<file path="src/rtl/evt_irq_pkg.sv">
`timescale 1ns/1ps
package evt_irq_pkg;
  localparam int unsigned N_WIDE   = 16;
  localparam int unsigned N_NARROW = 4;
  localparam int unsigned N_SRC    = N_WIDE + N_NARROW;
  localparam int unsigned CODE_W   = $clog2(N_SRC + 1);
  localparam int unsigned DATA_W   = 16;

  typedef enum logic [1:0] {
    ADDR_WIDE   = 2'd0,
    ADDR_NARROW = 2'd1,
    ADDR_VEC    = 2'd2,
    ADDR_RSVD   = 2'd3
  } rd_addr_e;
endpackage

</file>
<file path="src/rtl/evt_pend_bank.sv">
`timescale 1ns/1ps
module evt_pend_bank #(
  parameter int unsigned N = 20
) (
  input  logic         clk_i,
  input  logic         rst_ni,
  input  logic [N-1:0] set_i,
  input  logic [N-1:0] clr_i,
  output logic [N-1:0] pend_o
);
  for (genvar i = 0; i < N; i++) begin : g_bit
    // set beats clear so a colliding event is kept
    always_ff @(posedge clk_i or negedge rst_ni) begin
      if (!rst_ni)        pend_o[i] <= 1'b0;
      else if (set_i[i])  pend_o[i] <= 1'b1;
      else if (clr_i[i])  pend_o[i] <= 1'b0;
    end
  end
endmodule

</file>
<file path="src/rtl/evt_prio_enc.sv">
`timescale 1ns/1ps
module evt_prio_enc #(
  parameter int unsigned N      = 20,
  parameter int unsigned CODE_W = $clog2(N + 1)
) (
  input  logic [N-1:0]      req_i,
  output logic [N-1:0]      grant_o,
  output logic [CODE_W-1:0] code_o
);
  // ascending scan; the highest set index is the last to assign
  always_comb begin
    grant_o = '0;
    code_o  = '0;
    for (int i = 0; i < N; i++) begin
      if (req_i[i]) begin
        grant_o    = '0;
        grant_o[i] = 1'b1;
        code_o     = CODE_W'(N - i);
      end
    end
  end
endmodule

</file>
<file path="src/rtl/evt_rd_mux.sv">
`timescale 1ns/1ps
module evt_rd_mux
  import evt_irq_pkg::*;
#(
  parameter int unsigned N_HI   = 16,
  parameter int unsigned N_LO   = 4,
  parameter int unsigned CODE_W = 5,
  parameter int unsigned DW     = 16,
  localparam int unsigned N     = N_HI + N_LO
) (
  input  logic              clk_i,
  input  logic              rst_ni,
  input  logic              rd_en_i,
  input  rd_addr_e          addr_i,
  input  logic [N-1:0]      pend_i,
  input  logic [CODE_W-1:0] code_i,
  output logic [DW-1:0]     rdata_o
);
  logic [DW-1:0] sel;

  always_comb begin
    unique case (addr_i)
      ADDR_WIDE:   sel = DW'(pend_i[N-1 -: N_HI]);
      ADDR_NARROW: sel = DW'(pend_i[N_LO-1:0]);
      ADDR_VEC:    sel = DW'(code_i);
      default:     sel = '0;
    endcase
  end

  always_ff @(posedge clk_i or negedge rst_ni) begin
    if (!rst_ni)      rdata_o <= '0;
    else if (rd_en_i) rdata_o <= sel;
  end
endmodule

</file>
<file path="src/rtl/evt_irq_mux.sv">
`timescale 1ns/1ps
module evt_irq_mux
  import evt_irq_pkg::*;
#(
  parameter int unsigned N_HI = N_WIDE,
  parameter int unsigned N_LO = N_NARROW,
  parameter int unsigned DW   = DATA_W
) (
  input  logic                   clk_i,
  input  logic                   rst_ni,
  input  logic [N_HI+N_LO-1:0]   evt_i,
  input  logic [N_HI+N_LO-1:0]   mask_i,
  input  logic                   rd_en_i,
  input  logic [1:0]             addr_i,
  output logic [DW-1:0]          rdata_o,
  output logic                   irq_o
);
  localparam int unsigned N_SRC_L  = N_HI + N_LO;
  localparam int unsigned CODE_W_L = $clog2(N_SRC_L + 1);

  logic [N_SRC_L-1:0]  pend_q;
  logic [N_SRC_L-1:0]  req;
  logic [N_SRC_L-1:0]  grant;
  logic [N_SRC_L-1:0]  clr_vec;
  logic [CODE_W_L-1:0] vec_code;
  logic                vec_rd;
  rd_addr_e            addr;

  assign addr    = rd_addr_e'(addr_i);
  assign req     = pend_q & mask_i;
  assign vec_rd  = rd_en_i && (addr == ADDR_VEC);
  assign clr_vec = vec_rd ? grant : '0;
  assign irq_o   = |req;

  evt_pend_bank #(.N(N_SRC_L)) i_bank (
    .clk_i  (clk_i),
    .rst_ni (rst_ni),
    .set_i  (evt_i),
    .clr_i  (clr_vec),
    .pend_o (pend_q)
  );

  evt_prio_enc #(.N(N_SRC_L), .CODE_W(CODE_W_L)) i_enc (
    .req_i   (req),
    .grant_o (grant),
    .code_o  (vec_code)
  );

  evt_rd_mux #(.N_HI(N_HI), .N_LO(N_LO), .CODE_W(CODE_W_L), .DW(DW)) i_rd (
    .clk_i   (clk_i),
    .rst_ni  (rst_ni),
    .rd_en_i (rd_en_i),
    .addr_i  (addr),
    .pend_i  (pend_q),
    .code_i  (vec_code),
    .rdata_o (rdata_o)
  );
endmodule

</file>
<file path="config.mk">
export PLATFORM = sky130hd
export DESIGN_NAME = evt_irq_mux
export DESIGN_NICKNAME = d
export VERILOG_FILES = /design/src/rtl/evt_irq_pkg.sv /design/src/rtl/evt_pend_bank.sv /design/src/rtl/evt_prio_enc.sv /design/src/rtl/evt_rd_mux.sv /design/src/rtl/evt_irq_mux.sv
export SDC_FILE = /design/constraint.sdc
export NUM_CORES = 1
export LEC_CHECK = 0
export BUFFER_PORTS_ARGS = -buffer_cell sky130_fd_sc_hd__buf_4
export CORE_MARGIN = 2
export CORE_UTILIZATION = 35
export DETAILED_ROUTE_END_ITERATION = 10
export PLACE_DENSITY_LB_ADDON = 0.08
export SLEW_MARGIN = 20
export SYNTH_ARGS = -nofsm -noshare
export SYNTH_HDL_FRONTEND = slang
export SYNTH_HIERARCHICAL = 1
export SYNTH_SLANG_ARGS = --single-unit
</file>
<file path="constraint.sdc">
create_clock -name clk_i -period 2.2 [get_ports clk_i]
set_input_delay 0.22 -clock clk_i [delete_from_list [all_inputs] [get_ports clk_i]]
set_output_delay 0.22 -clock clk_i [all_outputs]
set_load 0.05 [all_outputs]
</file>
==> impl_metrics.csv <==
group,metric,value,unit
timing,fmax,490,MHz
setup_path,rr_startpoint,"i_bank/pend_o[18]",
die,start_util,36.8,%
setup_path,cp-start-kind,"register",
clocking,cts_setup_buffers,0,
yosys,yosysUniqueCellTypes,47,
power_and_ir_drop,seqPwrFrac,42.4,%
yosys,yosys_register_bits,36,
detailed_routing,wl,5400,um
placement,hpwl,4090,um
die,core_area,5990,sq um
clocking,cts_buffers,5,
clocking,root_buffer,"clkbuf_8",
setup_path,cp.required,2.38,ns
die,rows,28,
setup_path,setup.worst_path.end,"i_bank/pend_o[5]",
global_routing,track_usage,16.4,%
yosys,synthAdderAreaFrac,0,%
detailed_routing,first_pass_iters,4,
yosys,synth_top_cell_by_area,"dfrtp_1",
yosys,postSynthAreaPerCell,9.67,sq um
power_and_ir_drop,power_frac_comb,22.7,%
detailed_routing,drt_iter0_drc,100,
setup_path,reg2reg_to,"i_bank/pend_o[5]",
detailed_routing,vias_per_cell,4.94,
setup_path,crit_fanout,6,
global_routing,grt_pass1_vias,1855,
yosys,async_flop_share,100,%
power_and_ir_drop,p_sw,0.000478,W
placement,portBuffers,61,
placement,gp_congestion,0.878,
placement,placed_area,2780,sq um
yosys,syn-num-nets,273,
power_and_ir_drop,vdd_drop_max,0.000351,V
power_and_ir_drop,switching_share,28.8,%
global_routing,antenna_found_initial,0,
global_routing,grt_overflow,0,
final_layout,final_area,2900,sq um
clocking,clk_path_buf_depth,2,
clocking,clk_latency,0.29,ns
yosys,synth_ff_type,"dfrtp_1",
yosys,yosysMostFrequentCell,"and2_1",
die,die_area,6950,sq um
yosys,synth_xor_area_share,0,%
die,die_w,83.4,um
global_routing,grt_start_max_net_pins,37,
yosys,synth_top_family_by_area,"simple AND/OR/NAND/NOR gates",
power_and_ir_drop,power,0.00166,W
timing,whs,0.0975,ns
clocking,clkTransAtPathRegs,0.07,ns
clocking,clock_sinks,36,
timing,worst_slew_margin_rel,61.8,%
clocking,cts_tree,"yes",
min_path,min_path_type,"in -> reg",
die,io_pins,62,
timing,post-route-period-util,92.7,%
setup_path,crit_arrival,2.22,ns
die,die_h,83.4,um
power_and_ir_drop,p_int,0.00118,W
detailed_routing,avgRoutedWirePerCell,14.4,um
clocking,cts-htree-levels,2,
setup_path,critPathKind,"reg -> reg",
timing,period_needed,2.04,ns
setup_path,crit_start,"i_bank/pend_o[18]",
setup_path,rrSetupSlack,0.16,ns
timing,setup_viol,0,
yosys,synth_area_leaders,"dfrtp_1 41%, and2_1 10%, a21o_1 6.8%",
yosys,synthMuxAreaShare,2.27,%
yosys,synth_edf_count,0,
detailed_routing,drc,0,
timing,rsz0062_at_grt,"false",
setup_path,reg2regPathDepth,9,
final_layout,n_antenna_cell,0,
global_routing,grt_pass1_wl,9090,um
detailed_routing,via_count,1857,
flow_run,drv_cap,0,
final_layout,num-nets-final,345,
timing,finalClockSkew,0.00478,ns
power_and_ir_drop,clockPowerShare,34.9,%
yosys,yosys.area.top_type_share,40.8,%
timing,timing_worst_slew_pin_value,0.574,ns
yosys,ys_top_cells_by_count,"37 x and2_1, 36 x dfrtp_1, 31 x inv_1",
power_and_ir_drop,p_leak,1.26,nW
yosys,synth_area,2210,sq um
yosys,synthCells,228,
yosys,synth-simple-area-share,31.1,%
timing,tns,0,ns
setup_path,end_kind,"register",
timing,slew_viol_final,0,
power_and_ir_drop,p_per_area,573,nW/um^2
detailed_routing,ant_nets,0,
final_layout,drive_gt1_share,35.5,%
yosys,synth_compound_area_share,17.8,%
timing,hold_violations,0,
yosys,ys_warn_count,6,
outcome,status,"complete, no violations",
yosys,yosysSeqAreaShare,40.8,%
final_layout,syn_to_final_growth,31.6,%
==> stage by stage <==
step | setup WS [ns] | cells | util [%]
after global placement | 0.165 | 367 | 46.3
after floorplan | 0.152 | 228 | -
after detailed placement | 0.131 | 367 | 46.3
final | 0.160 | 376 | 48.5
after CTS | 0.0987 | 376 | 48.3
after global routing | 0.00218 | 376 | 48.5
==> routing by layer <==
metal / GRT usage [%] / vias up / part of all wire (%)
met5: 0 / - / 0
met4: 6.26 / 0 / 1.5
met3: 3.98 / 6 / 5.0
met2: 24.0 / 46 / 45
met1: 23.1 / 867 / 49
li1: - / 938 / -
==> registers in the layout, summed over array words and instances, names as in the netlist <==
name / flops
i_bank/pend_o: 20
i_rd/rdata_o: 16
==> kinds of logic after synthesis <==
family                 Yosys count
AO/OA/AOI/OAI                   48
buffers and inverters           39
multiplexers                     5
AND/OR/NAND/NOR                100
flip-flops                      36
==> how the worst min path moves through the flow <==
stage | from | end | slack, ns | depth (start not counted)
after floorplan | rst_ni | i_bank/pend_o[0] | -0.08 | 0
after global placement | rst_ni | i_rd/rdata_o[0] | 0.22 | 1
after detailed placement | rst_ni | i_rd/rdata_o[0] | 0.21 | 1
after CTS | evt_i[13] | i_bank/pend_o[13] | 0.09 | 2
after global routing | evt_i[17] | i_bank/pend_o[17] | 0.09 | 2
final | evt_i[13] | i_bank/pend_o[13] | 0.1 | 2
==> cells in the final DEF, fill, tap and decap left out, types with 3 or more instances in the layout <==
| master | synthesis | final |
|---|---|---|
| a21o_1 | 20 | 20 |
| nor3_1 | 4 | 4 |
| clkbuf_8 | 0 | 5 |
| nor3b_1 | 4 | 4 |
| and3_1 | 3 | 3 |
| inv_1 | 31 | 31 |
| buf_4 | 2 | 70 |
| nor4_1 | 7 | 7 |
| dfrtp_1 | 36 | 36 |
| nand4b_1 | 4 | 4 |
| and2_4 | 5 | 7 |
| mux2i_1 | 5 | 5 |
| o221ai_1 | 5 | 5 |
| nor2_1 | 14 | 14 |
| nor4_2 | 4 | 4 |
| and2_1 | 37 | 35 |
| a22o_2 | 10 | 10 |
==> cell type report <==
type | instances | area, sq um
fill | 599 | 3090
multi-input combinational | 153 | 1130
sequential | 36 | 901
timing repair buffer | 72 | 547
inverter | 32 | 120
tap | 75 | 93.8
clock buffer | 6 | 72.6
clock inverter | 2 | 35.0
==> repair_timing <==
item / CTS / global route
hold endpoints to repair: 36 / 0
hold buffers: 1 / 0
endpoints found under the setup margin: 0 / 2
gates resized for setup: 0 / 3
==> worst max-delay path, cell delays in order (launching register included) <==
cell	delay [ns]
dfrtp_1	0.39
and2_4	0.17
or3_4	0.39
nor4b_4	0.23
buf_6	0.16
nand2_2	0.06
nor4_2	0.20
and2_1	0.15
inv_1	0.04
a21o_1	0.14
==> power groups by stage <==
stage	Sequential (W)	Clock, W	Combinational, W
floorplan	0.000811	0	0.000129
global route	0.000709	0.000628	0.000407
detailed placement	0.000718	0	0.000377
CTS	0.000705	0.000596	0.000379
finish	0.000705	0.000580	0.000377
global placement	0.000718	0	0.000377
(Power assumes the default switching activity.)
